## src/rtl/evt_counter.sv

```systemverilog
module evt_counter #(
  parameter int WIDTH    = 8,
  parameter int TICK_DIV = 33333333
) (
  input  logic             clk,
  input  logic             btn_clear,
  input  logic             btn_step,
  input  logic             dir_up,
  input  logic             auto_mode,
  output logic [WIDTH-1:0] leds
);

  localparam int DIV_W = $clog2(TICK_DIV > 1 ? TICK_DIV : 2);
  localparam logic [DIV_W-1:0] DIV_LAST = DIV_W'(TICK_DIV - 1);

  logic [DIV_W-1:0] div_q;
  logic             tick;
  logic             btn_new, btn_old;
  logic             rise_pulse;
  logic             step_en;
  logic [WIDTH-1:0] count_q;

  assign tick = (div_q == DIV_LAST);

  always_ff @(posedge clk) begin
    if (btn_clear || tick) div_q <= '0;
    else                   div_q <= div_q + 1'b1;
  end

  always_ff @(posedge clk) begin
    if (btn_clear) begin
      btn_new <= btn_step;
      btn_old <= btn_step;
    end else begin
      btn_new <= btn_step;
      btn_old <= btn_new;
    end
  end

  assign rise_pulse = btn_new & ~btn_old;
  assign step_en    = auto_mode ? tick : rise_pulse;

  always_ff @(posedge clk) begin
    if (btn_clear)    count_q <= '0;
    else if (step_en) count_q <= dir_up ? count_q + 1'b1 : count_q - 1'b1;
  end

  assign leds = count_q;

endmodule

```

## config.mk

```make
export PLATFORM = sky130hd
export DESIGN_NAME = evt_counter
export DESIGN_NICKNAME = d
export VERILOG_FILES = /design/src/rtl/evt_counter.sv
export SDC_FILE = /design/constraint.sdc
export NUM_CORES = 1
export LEC_CHECK = 0
export BUFFER_PORTS_ARGS = -buffer_cell sky130_fd_sc_hd__buf_2
export CORE_UTILIZATION = 46
export CTS_CLUSTER_DIAMETER = 100
export CTS_CLUSTER_SIZE = 8
export DETAILED_ROUTE_END_ITERATION = 6
export PLACE_DENSITY = 0.67
export SLEW_MARGIN = 40
export SYNTH_ARGS = -nofsm -noshare
export SYNTH_HDL_FRONTEND = slang
export SYNTH_SLANG_ARGS = --single-unit
```

## constraint.sdc

```tcl
create_clock -name clk -period 4.8 [get_ports clk]
set_input_delay 0.48 -clock clk [delete_from_list [all_inputs] [get_ports clk]]
set_output_delay 0.48 -clock clk [all_outputs]
set_load 0.02 [all_outputs]
```

==> impl_metrics.xml <==
<?xml version="1.0" encoding="UTF-8"?>
<metrics>
  <group name="worst_setup_path">
    <metric name="slowest_stage" unit="">sky130_fd_sc_hd__or4_1</metric>
    <metric name="cpPeakStageDelay" unit="ps">530</metric>
    <metric name="start_kind" unit="">flop</metric>
    <metric name="worst_path_max_fanout" unit="">10</metric>
    <metric name="timing.critical_path.required" unit="ps">4970</metric>
    <metric name="cpLargestDelayFamily" unit="">simple AND/OR/NAND/NOR gates</metric>
    <metric name="critical_path_depth" unit="">5</metric>
    <metric name="crit-reg2reg-capture" unit="">leds[7]</metric>
    <metric name="critPathCapture" unit="">leds[7]</metric>
    <metric name="reg2reg_setup_slack" unit="ps">2570</metric>
    <metric name="crit_start" unit="">div_q[17]</metric>
    <metric name="worstPathArrival" unit="ps">2400</metric>
    <metric name="rr_startpoint" unit="">div_q[17]</metric>
    <metric name="worst-path-buf-inv" unit="">0</metric>
    <metric name="kind_of_end_point_of_the_critical_path" unit="">flop</metric>
    <metric name="worstPathCellList" unit="">or4_1 &gt; nor2_1 &gt; a41o_1 &gt; and4bb_1 &gt; mux2_1</metric>
    <metric name="reg2reg_depth" unit="">5</metric>
    <metric name="critical_path_class" unit="">reg2reg</metric>
  </group>
  <group name="timing">
    <metric name="final_period_minus_worst_setup_slack" unit="ps">2230</metric>
    <metric name="drv_slew" unit="">0</metric>
    <metric name="fmaxAchievable" unit="GHz">0.449</metric>
    <metric name="fin_setup_tns" unit="ps">0</metric>
    <metric name="slew_headroom" unit="%">56.1</metric>
    <metric name="tightest_slew" unit="ps">653</metric>
    <metric name="finalClockSkew" unit="ps">7.60</metric>
    <metric name="setup_viol_count_final" unit="">0</metric>
    <metric name="unrepaired_setup_endpoints_after_global_routing" unit="">no</metric>
    <metric name="hold_viol" unit="">0</metric>
    <metric name="final_min_period_over_clock_period" unit="%">46.4</metric>
  </group>
  <group name="power_and_ir_drop">
    <metric name="switching_share" unit="%">24.1</metric>
    <metric name="power.sequential.fraction" unit="%">50.9</metric>
    <metric name="p_clk_share" unit="%">39.4</metric>
    <metric name="p_switching" unit="uW">144</metric>
    <metric name="max-vdd-ir-drop" unit="mV">0.144</metric>
    <metric name="total_leakage_power" unit="uW">0.000756</metric>
    <metric name="cell_internal_pwr" unit="uW">453</metric>
    <metric name="cellPowerDensity" unit="mW/mm^2">300</metric>
    <metric name="combinationalPowerShare" unit="%">9.7</metric>
  </group>
  <group name="floorplanning">
    <metric name="fp-row-count" unit="">22</metric>
    <metric name="die_x" unit="um">64.4</metric>
    <metric name="die_height" unit="um">64.4</metric>
    <metric name="die-area" unit="mm^2">0.00415</metric>
    <metric name="num_io_pins" unit="">13</metric>
    <metric name="initial_core_utilization" unit="%">48.6</metric>
    <metric name="design.core.area" unit="mm^2">0.00369</metric>
  </group>
  <group name="global_routing">
    <metric name="antenna_violations_before_repair" unit="">0</metric>
    <metric name="global_route.usage.total" unit="%">18.2</metric>
    <metric name="global_route.usage.met3" unit="%">5.63</metric>
    <metric name="grtUsageMet1" unit="%">23.2</metric>
    <metric name="grt.overflow.total" unit="">0</metric>
    <metric name="groute.layer.met2.usage" unit="%">27.9</metric>
    <metric name="grt_pass1_vias" unit="">1316</metric>
    <metric name="grt_first_pass_wirelength" unit="um">5790</metric>
    <metric name="grt_max_degree" unit="">26</metric>
    <metric name="global_route.peak_usage_layer" unit="">met2</metric>
  </group>
  <group name="yosys">
    <metric name="syn-instance-count" unit="">205</metric>
    <metric name="synth_seq_area_share" unit="%">39.1</metric>
    <metric name="syn-num-nets" unit="">219</metric>
    <metric name="synthesis.area" unit="mm^2">0.00179</metric>
    <metric name="synth_cell_type_count" unit="">42</metric>
    <metric name="synth-seq-cells" unit="">35</metric>
    <metric name="synthesis.yosys.warnings" unit="">0</metric>
    <metric name="average_footprint_of_a_synthesized_cell" unit="um^2">8.75</metric>
  </group>
  <group name="drt">
    <metric name="vias" unit="">1450</metric>
    <metric name="detail_route.drc_violations" unit="">0</metric>
    <metric name="detailedRoute.firstPassIterationCount" unit="">4</metric>
    <metric name="avgRoutedWirePerCell" unit="um">12.6</metric>
    <metric name="first_iter_violations" unit="">48</metric>
    <metric name="drt-total-wl" unit="um">3380</metric>
    <metric name="ant_nets" unit="">0</metric>
    <metric name="routed_via_density" unit="">5.41</metric>
  </group>
  <group name="final_layout">
    <metric name="fin_nets" unit="">233</metric>
    <metric name="layout-drive-gt1-share" unit="%">10.9</metric>
    <metric name="n_antenna_cell" unit="">0</metric>
    <metric name="area_delta_synth_final" unit="%">10.7</metric>
    <metric name="final_area" unit="mm^2">0.00199</metric>
  </group>
  <group name="clock_tree">
    <metric name="cts-root-buf" unit="">sky130_fd_sc_hd__clkbuf_8</metric>
    <metric name="cts_max_level" unit="">2</metric>
    <metric name="ctsLongestPathBuffers" unit="">2</metric>
    <metric name="worstSkewPairLatency" unit="ps">290</metric>
    <metric name="number_of_buffers_added_by_the_clock_tree_synthesis_step" unit="">5</metric>
    <metric name="cts_hold_buf" unit="">0</metric>
    <metric name="number_of_resized_instances_in_the_post_cts_repair_step" unit="">0</metric>
    <metric name="post_cts.repair.setup_buffers" unit="">0</metric>
    <metric name="path_clk_slew" unit="ps">70</metric>
    <metric name="tritoncts" unit="">built</metric>
    <metric name="numClockSinks" unit="">35</metric>
  </group>
  <group name="placement">
    <metric name="port_buffers" unit="">12</metric>
    <metric name="placed_area" unit="mm^2">0.00189</metric>
    <metric name="detailedPlacementHpwl" unit="um">2360</metric>
    <metric name="gp_congestion" unit="">0.749</metric>
  </group>
  <group name="hold_path">
    <metric name="holdCritPathClass" unit="">in2reg</metric>
    <metric name="holdCritStartpoint" unit="">btn_step</metric>
  </group>
  <group name="run_status">
    <metric name="result_of_the_run" unit="">complete, no violations</metric>
  </group>
  <group name="flow_run">
    <metric name="drv.max_cap_violation_count" unit="">0</metric>
  </group>
</metrics>
[logic make-up after synthesis]
| group | synth area share (%) |
|---|---|
| compound gates | 9.21 |
| xor+xnor | 11.7 |
| fa+ha+maj | 6.70 |
| buf+inv | 3.21 |
| flops | 39.1 |
| mux | 2.93 |
| simple gates | 27.1 |
[layout make-up]
| class | instances | area, um^2 |
|---|---|---|
| clock buffer | 8 | 100 |
| fill | 365 | 1700 |
| inverter | 8 | 30.0 |
| multi-input combinational | 157 | 1030 |
| sequential | 35 | 701 |
| tap | 48 | 60.1 |
| timing repair buffer | 12 | 60.1 |
[power by group through the flow]
stage,registers (uW),clock network [uW],logic (uW)
6_report,303,235,58.1
5_1_grt,304,258,64.8
4_1_cts,303,244,58.5
3_5_place_dp,310,0,58.1
3_3_place_gp,310,0,56.7
2_1_floorplan,313,0,40.7
[state kept, by name, indices dropped and copies added (netlist names)]
signal,count
btn_new,1
leds,8
btn_old,1
div_q,25
[cells in the mapped netlist, drive strengths merged]
| master | instances | area (um^2) |
|---|---|---|
| mux2 | 2 | 22.5 |
| a31o | 1 | 8.76 |
| nand2 | 8 | 30.0 |
| and3 | 4 | 25.0 |
| buf | 2 | 16.3 |
| nand4b | 1 | 8.76 |
| o31a | 1 | 8.76 |
| nand2b | 4 | 25.0 |
| nor2b | 3 | 18.8 |
| ha | 8 | 100 |
| o21bai | 1 | 7.51 |
| o21ai | 7 | 35.0 |
| nor2 | 35 | 131 |
| mux2i | 3 | 30.0 |
| nand3 | 11 | 55.1 |
| xnor2 | 13 | 114 |
| or3 | 4 | 25.0 |
| and4 | 1 | 8.76 |
| o21a | 3 | 22.5 |
| dfxtp | 35 | 701 |
| a21oi | 7 | 35.0 |
| nor3 | 8 | 40.0 |
| fa | 1 | 20.0 |
| inv | 8 | 30.0 |
| and4bb | 1 | 12.5 |
| clkbuf | 3 | 11.3 |
| o22ai | 1 | 6.26 |
| or2 | 1 | 6.26 |
| nor3b | 1 | 7.51 |
| o32ai | 1 | 8.76 |
| a211oi | 2 | 15.0 |
| a41o | 1 | 10.0 |
| nand4bb | 2 | 22.5 |
| nand4 | 5 | 37.5 |
| a21o | 1 | 7.51 |
| xor2 | 11 | 96.3 |
| nor4 | 3 | 25.0 |
| or4 | 1 | 7.51 |
[cell usage in the layout, fill, tap and decap left out, drive strengths merged, types with 8 or more instances in the layout]
cell and instances:
buf 12, inv 8, nor3 8, nand3 11, ha 8, xor2 11
nand2 8, dfxtp 35, xnor2 13, clkbuf 8, nor2 35
[how the worst min path moves through the flow]
| stage | slack, ps | to | cells after the start |
|---|---|---|---|
| 6_report | 320 | btn_new | 1 |
| 5_1_grt | 310 | btn_new | 1 |
| 4_1_cts | 310 | btn_new | 1 |
| 3_5_place_dp | 470 | btn_old | 1 |
| 3_3_place_gp | 460 | div_q[0] | 1 |
| 2_1_floorplan | 440 | div_q[0] | 1 |
[metrics by stage]
step / setup slack, ps / hold WS, ps / std cells / power, uW / utilization [%]
floorplan: 2740 / 441 / 205 / 354 / -
global placement: 2520 / 459 / 260 / 367 / 51.1
detailed placement: 2440 / 465 / 260 / 368 / 51.1
CTS: 2570 / 308 / 268 / 606 / 53.8
global route: 2480 / 306 / 268 / 627 / 53.8
finish: 2570 / 318 / 268 / 597 / 53.8
[metal layers]
| metal | vias up | part of all wire [%] |
|---|---|---|
| met2 | 22 | 44 |
| li1 | 739 | - |
| met3 | 5 | 3.7 |
| met5 | - | 0 |
| met1 | 684 | 51 |
| met4 | 0 | 1.6 |
[worst register-to-register path, cell delays in order (launching register included)]
cell	delay, ps
sky130_fd_sc_hd__dfxtp_1	350
sky130_fd_sc_hd__or4_1	530
sky130_fd_sc_hd__nor2_1	170
sky130_fd_sc_hd__a41o_1	480
sky130_fd_sc_hd__and4bb_1	270
sky130_fd_sc_hd__mux2_1	320
No activity file was read; power rests on OpenSTA's default activity.
